==> src/rtl/lzr_pkg.sv <==
package lzr_pkg;

  typedef enum logic [2:0] {
    PORT_EAST  = 3'd0,
    PORT_WEST  = 3'd1,
    PORT_NORTH = 3'd2,
    PORT_SOUTH = 3'd3,
    PORT_LOCAL = 3'd4,
    PORT_VERT  = 3'd5
  } port_e;

  // Adaptive tie-break: X wins unless Y's queue is strictly shorter.
  function automatic logic prefer_x(input logic [15:0] qx, input logic [15:0] qy);
    return (qx <= qy);
  endfunction

  // Port for one axis step given its sign.
  function automatic port_e axis_port(input logic is_x, input logic plus);
    if (is_x) return plus ? PORT_EAST : PORT_WEST;
    return plus ? PORT_NORTH : PORT_SOUTH;
  endfunction

endpackage

==> src/rtl/lzr_target.sv <==
module lzr_target #(
  parameter int XW = 3,
  parameter int YW = 3,
  parameter int ZW = 3
) (
  input  logic          share,
  input  logic [XW-1:0] dst_x,
  input  logic [YW-1:0] dst_y,
  input  logic [ZW-1:0] dst_z,
  input  logic [ZW-1:0] self_z,
  output logic [XW-1:0] tgt_x,
  output logic [YW-1:0] tgt_y,
  output logic          need_z
);
  localparam logic [XW-1:0] XMASK = {{(XW-1){1'b1}}, 1'b0};
  localparam logic [YW-1:0] YMASK = {{(YW-1){1'b1}}, 1'b0};

  always_comb begin
    need_z = (dst_z != self_z);
    if (share && need_z) begin
      tgt_x = dst_x & XMASK;
      tgt_y = dst_y & YMASK;
    end else begin
      tgt_x = dst_x;
      tgt_y = dst_y;
    end
  end
endmodule

==> src/rtl/lzr_dir_pick.sv <==
module lzr_dir_pick
  import lzr_pkg::*;
#(
  parameter int XW = 3,
  parameter int YW = 3,
  parameter int QW = 4
) (
  input  logic          adaptive,
  input  logic [XW-1:0] self_x,
  input  logic [YW-1:0] self_y,
  input  logic [XW-1:0] tgt_x,
  input  logic [YW-1:0] tgt_y,
  input  logic          need_z,
  input  logic [QW-1:0] q_e,
  input  logic [QW-1:0] q_w,
  input  logic [QW-1:0] q_n,
  input  logic [QW-1:0] q_s,
  output logic          x_open,
  output logic          y_open,
  output logic          take_x,
  output port_e         port
);
  logic x_plus, y_plus;
  logic [15:0] qx, qy;

  always_comb begin
    x_open = (tgt_x != self_x);
    y_open = (tgt_y != self_y);
    x_plus = (tgt_x > self_x);
    y_plus = (tgt_y > self_y);
    qx = 16'(x_plus ? q_e : q_w);
    qy = 16'(y_plus ? q_n : q_s);
    if (x_open && y_open && adaptive) take_x = prefer_x(qx, qy);
    else                              take_x = x_open;
    if (!x_open && !y_open) port = need_z ? PORT_VERT : PORT_LOCAL;
    else if (take_x)        port = axis_port(1'b1, x_plus);
    else                    port = axis_port(1'b0, y_plus);
  end
endmodule

==> src/rtl/lzr_route_hold.sv <==
module lzr_route_hold
  import lzr_pkg::*;
(
  input  logic  clk,
  input  logic  rst_n,
  input  logic  load,
  input  port_e port_in,
  output port_e port_q,
  output logic  valid_q
);
  always_ff @(posedge clk) begin
    if (!rst_n) begin
      port_q  <= PORT_LOCAL;
      valid_q <= 1'b0;
    end else if (load) begin
      port_q  <= port_in;
      valid_q <= 1'b1;
    end
  end
endmodule

==> src/rtl/lastz_route_unit.sv <==
module lastz_route_unit
  import lzr_pkg::*;
#(
  parameter int XW = 3,
  parameter int YW = 3,
  parameter int ZW = 3,
  parameter int QW = 4
) (
  input  logic          clk,
  input  logic          rst_n,
  input  logic          cfg_adaptive,
  input  logic          cfg_pillar_share,
  input  logic [XW-1:0] self_x,
  input  logic [YW-1:0] self_y,
  input  logic [ZW-1:0] self_z,
  input  logic          hdr_valid,
  input  logic [XW-1:0] dst_x,
  input  logic [YW-1:0] dst_y,
  input  logic [ZW-1:0] dst_z,
  input  logic [QW-1:0] qlen_east,
  input  logic [QW-1:0] qlen_west,
  input  logic [QW-1:0] qlen_north,
  input  logic [QW-1:0] qlen_south,
  output logic [2:0]    out_port,
  output logic          out_valid
);
  // Named internal events for the checker.
  logic [XW-1:0] tgt_x;
  logic [YW-1:0] tgt_y;
  logic          need_z;
  logic          x_open, y_open, take_x;
  port_e         route_now;
  port_e         port_q;

  lzr_target #(.XW(XW), .YW(YW), .ZW(ZW)) u_tgt (
    .share (cfg_pillar_share),
    .dst_x (dst_x),
    .dst_y (dst_y),
    .dst_z (dst_z),
    .self_z(self_z),
    .tgt_x (tgt_x),
    .tgt_y (tgt_y),
    .need_z(need_z)
  );

  lzr_dir_pick #(.XW(XW), .YW(YW), .QW(QW)) u_pick (
    .adaptive(cfg_adaptive),
    .self_x  (self_x),
    .self_y  (self_y),
    .tgt_x   (tgt_x),
    .tgt_y   (tgt_y),
    .need_z  (need_z),
    .q_e     (qlen_east),
    .q_w     (qlen_west),
    .q_n     (qlen_north),
    .q_s     (qlen_south),
    .x_open  (x_open),
    .y_open  (y_open),
    .take_x  (take_x),
    .port    (route_now)
  );

  lzr_route_hold u_hold (
    .clk    (clk),
    .rst_n  (rst_n),
    .load   (hdr_valid),
    .port_in(route_now),
    .port_q (port_q),
    .valid_q(out_valid)
  );

  assign out_port = port_q;
endmodule

==> config.mk <==
export PLATFORM = sky130hd
export DESIGN_NAME = lastz_route_unit
export DESIGN_NICKNAME = d
export VERILOG_FILES = /design/src/rtl/lzr_pkg.sv /design/src/rtl/lzr_target.sv /design/src/rtl/lzr_dir_pick.sv /design/src/rtl/lzr_route_hold.sv /design/src/rtl/lastz_route_unit.sv
export SDC_FILE = /design/constraint.sdc
export NUM_CORES = 1
export LEC_CHECK = 0
export ABC_AREA = 0
export BUFFER_PORTS_ARGS = -buffer_cell sky130_fd_sc_hd__buf_2
export CAP_MARGIN = 25
export CORE_UTILIZATION = 40
export DETAILED_ROUTE_END_ITERATION = 10
export GPL_TIMING_DRIVEN = 0
export PLACE_DENSITY_LB_ADDON = 0.1
export SYNTH_ARGS = -nofsm -noshare
export SYNTH_HDL_FRONTEND = slang
export SYNTH_HIERARCHICAL = 1
export SYNTH_SLANG_ARGS = --single-unit
export TNS_END_PERCENT = 1
==> constraint.sdc <==
create_clock -name clk -period 4.9 [get_ports clk]
set_clock_uncertainty 0.2 [all_clocks]
set_input_delay 1.47 -clock clk [delete_from_list [all_inputs] [get_ports clk]]
set_output_delay 1.47 -clock clk [all_outputs]
set_load 0.02 [all_outputs]
After elaboration in Yosys (flattened, before gate mapping)
Index checks and enable logic that the tools add are counted.

word-level totals
  input port bits = 39
  output and inout port bits = 4
  bits in registers = 4
  word-level logic and storage cells = 28

cells by class
  magnitude comparators = 3
  eq/ne operators = 3
  reductions and logical operators = 6
  mux-type cells = 14

operators with widths
  kind                           number
  16-bit <= comparator           1
  1-bit 2-to-1 mux               9
  3-bit 2-to-1 mux               3
  3-bit inequality test          3
  4-bit 2-to-1 mux               2
  3-bit greater-than comparator  2
  1-bit logical AND              4
  1-bit zero test                2

Longest topological paths before layout
  word-level depth = 12
  mapped depth = 15

Modules after synthesis
The synthesis kept the hierarchy.

by module, submodules not included
  module          seq. area each (µm²)  times used  area an instance (µm²)  cells each
  lzr_dir_pick    0.0                   1           417.9                   47
  lzr_route_hold  80.1                  1           133.9                   11
  lzr_target      0.0                   1           100.1                   14

Least setup slack after synthesis
OpenSTA, ideal clock, no wires.

  kind = in2reg
  start = input port self_z[0]
  end = register u_hold.port_q[0]
  stages on the path = 15
  arrival = 4.118 ns
  slack = 0.517 ns
  library setup time = 0.065 ns
  buffers on the path = 0
  cells stage by stage = xor2_1 > o41ai_1 > inv_1 > ha_1 > nand3_1 > inv_2 > a21oi_4 > mux2_4 > ha_1 > nor2b_1 > o211ai_1 > a21o_1 > a221oi_2 > mux2i_1 > nor2b_1

between the ends
  word-level cells in the longest chain between the ends = 9

ends and longest elaborated chain
  item                            line                    RTL
  start: declaration              lastz_route_unit.sv:15  input logic [ZW-1:0] self_z,
  3-bit inequality test (*)       lzr_target.sv:19        need_z = (dst_z != self_z);
  1-bit logical AND (*)           lzr_target.sv:20        if (share && need_z) begin
  1-bit 2-to-1 mux (*)            lzr_target.sv:20
  net tgt_x[0]                    lastz_route_unit.sv:28  logic [XW-1:0] tgt_x;
  3-bit inequality test (*)       lzr_dir_pick.sv:27      x_open = (tgt_x != self_x);
  net x_open                      lastz_route_unit.sv:31  logic x_open, y_open, take_x;
  1-bit logical AND (2 in a row)  lzr_dir_pick.sv:33      if (x_open && y_open && adaptive) take_x = prefer_x(qx, qy);
  1-bit 2-to-1 mux                lzr_dir_pick.sv:33
  3-bit 2-to-1 mux                lzr_dir_pick.sv:36      else if (take_x) port = axis_port(1'b1, x_plus);
  3-bit 2-to-1 mux (*)            lzr_dir_pick.sv:35      if (!x_open && !y_open) port = need_z ? PORT_VERT : PORT_LOCAL;
  net route_now[0]                lastz_route_unit.sv:32  port_e route_now;
  end signal: assignment          lzr_route_hold.sv:16    port_q <= port_in;
  end: declaration                lzr_route_hold.sv:8     output port_e port_q,

Mark *: on every way through the listed nets, which the timed path passes. The rest lies on a longest branch.
A chain may end at the register's enable or synchronous reset.

Final worst setup path
Same ends and word-level chain as after synthesis.

==> flow_summary.ini <==
[final_layout]
finalNonFillerCells = 128
area_growth_pct = 36.0
nFillCells = 142
nNetsFinal = 163
antennaDiodeCount = 0
layout-drive-gt1-share_pct = 50.0

[global_route]
grt_pass1_vias = 582
antenna_found_initial = 0
grt_pass1_wl_um = 2130
overflow = 0
grt_usage_pct = 15.0
grt_max_degree = 6

[clocking]
holdBufCountCts = 0
cts.sinks = 4
clockBufferDepth = 2
clk_pin_slew_ns = 0.04
cts_max_level = 1
insertion_delay_ns = 0.23
cts_buffers = 3
cts_resized = 0
cts-root-buf = clkbuf_4
cts_tree = built
cts_setup_buffers = 0

[run_status]
status = finished, final reports clean

[critical_path]
cp.arrival_ns = 4.39
path_max_fanout = 5
end_kind = flop
critPathLaunchType = input pin
crit_type = input pin to flop
cp.required_ns = 4.87

[worst_hold_path]
hp-class = flop to flop

[detailed_routing]
first_iter_violations = 4
wl_per_cell_um = 9.73
vias_per_cell = 4.88
ant_nets = 0
finalWirelength_um = 1250
wl_met1_um = 576
vias = 624
first_pass_iters = 4
wl_met2_um = 593
drc = 0
wl_met3_um = 60
dr.max_layer_used = met4

[sta]
post-route-period-util_pct = 90.2
slew_headroom_pct = 81.9
setup_tns_ns = 0
finalSetupViolCount = 0
whs_ns = 0.251
rsz0062_at_grt = no
worst_slew_pin_slew_ns = 0.268
hold_violations = 0
layout_min_cycle_time_ns = 4.42
timing.fmax_mhz = 226
setup_slack_ns = 0.482
maxSlewViolCount = 0

[place]
portBuffers = 38
place_congestion = 0.704
dpl_worst_slack_ns = 0.221
placed_cells = 125
hpwl_um = 1090

[floorplan]
core_um2 = 1510
die_h_um = 42.2
start_util_pct = 42.9
core.rowCount = 14
die_area_um2 = 1780
pin_count = 43
die_w_um = 42.2

[pwr]
switchingPower_uw = 59.6
total_power_uw = 172
sequentialPowerShare_pct = 21.7
comb_power_share_pct = 54.7
internal_power_uw = 113
switching_share_pct = 34.6
clkPwrFrac_pct = 23.6
static-leakage-power_nw = 0.493
ir_drop_uv = 157
p_per_area_nw_per_um2 = 196

[run]
maxCapViolations = 0

[yosys]
syn_avg_cell_area_um2 = 9.09
synth.net_count = 120
synth_cells = 71
mappedNetlistArea_um2 = 646
yosysWarnings = 6
[flip-flops by register name, indices dropped and copies added (netlist names)]
name,cells
u_hold/valid_q,1
u_hold/port_q,3
[final cells by class]
| type | instances | area (um^2) | area share [%] |
|---|---|---|---|
| flip-flops and latches | 4 | 80.1 | 9.12 |
| plain buffers | 4 | 30.0 | 3.42 |
| inverters | 10 | 37.5 | 4.27 |
| well taps | 16 | 20.0 | 2.28 |
| repair buffers | 38 | 190 | 21.7 |
| multi-input cells | 53 | 498 | 56.7 |
| clock buffers | 3 | 22.5 | 2.56 |
[worst max-delay path, cell delays in order]
cell and delay, ns:
buf_2 0.10, xor2_1 0.18, o41ai_1 0.34, inv_1 0.08, ha_1 0.27, nand3_1 0.13
inv_2 0.07, a21oi_4 0.23, mux2_4 0.33, ha_1 0.29, nor2b_1 0.13, o211ai_1 0.11
a21o_1 0.20, a221oi_2 0.26, mux2i_1 0.10, nor2b_1 0.11
[path summary, 6_finish.rpt]
check,startpoint,to,slack [ns],cells after the start
max,self_z[0],u_hold/port_q[0]$_SDFFE_PN0P_,0.48,16
min,u_hold/valid_q$_SDFFE_PN0P_,u_hold/valid_q$_SDFFE_PN0P_,0.25,1
min reg2reg,u_hold/valid_q$_SDFFE_PN0P_,u_hold/valid_q$_SDFFE_PN0P_,0.25,1
max reg2reg,u_hold/port_q[2]$_SDFFE_PN1P_,u_hold/port_q[2]$_SDFFE_PN1P_,4.12,2
[cells in the final DEF (no fill, tap or decap), types with 3 or more instances in the layout]
master    count
buf_2        38
buf_4         4
clkbuf_4      3
dfxtp_1       4
ha_1         10
inv_1         9
mux2_4        3
mux2i_1       7
nor2b_1       3
xor2_1        3
[stage by stage]
stage	util, %	cell area, um^2
after global routing	58.3	878
after detailed placement	56.8	856
after floorplan	-	646
after global placement	56.8	856
final	58.3	878
after CTS	58.3	878
[power groups by stage]
stage	sequential [mW]	clock (mW)	combinational (mW)
2_1_floorplan	0.0420	0	0.0633
3_3_place_gp	0.0378	0	0.0931
3_5_place_dp	0.0379	0	0.0946
4_1_cts	0.0374	0.0433	0.0952
5_1_grt	0.0378	0.0443	0.105
6_report	0.0374	0.0407	0.0941
[metal layers]
metal / vias to the layer above / track usage, %
met5: - / 0
met4: 0 / 8.75
met3: 2 / 0
met2: 22 / 25.5
met1: 267 / 18.9
li1: 333 / -
Note: power is estimated with default switching activity, not from simulation.
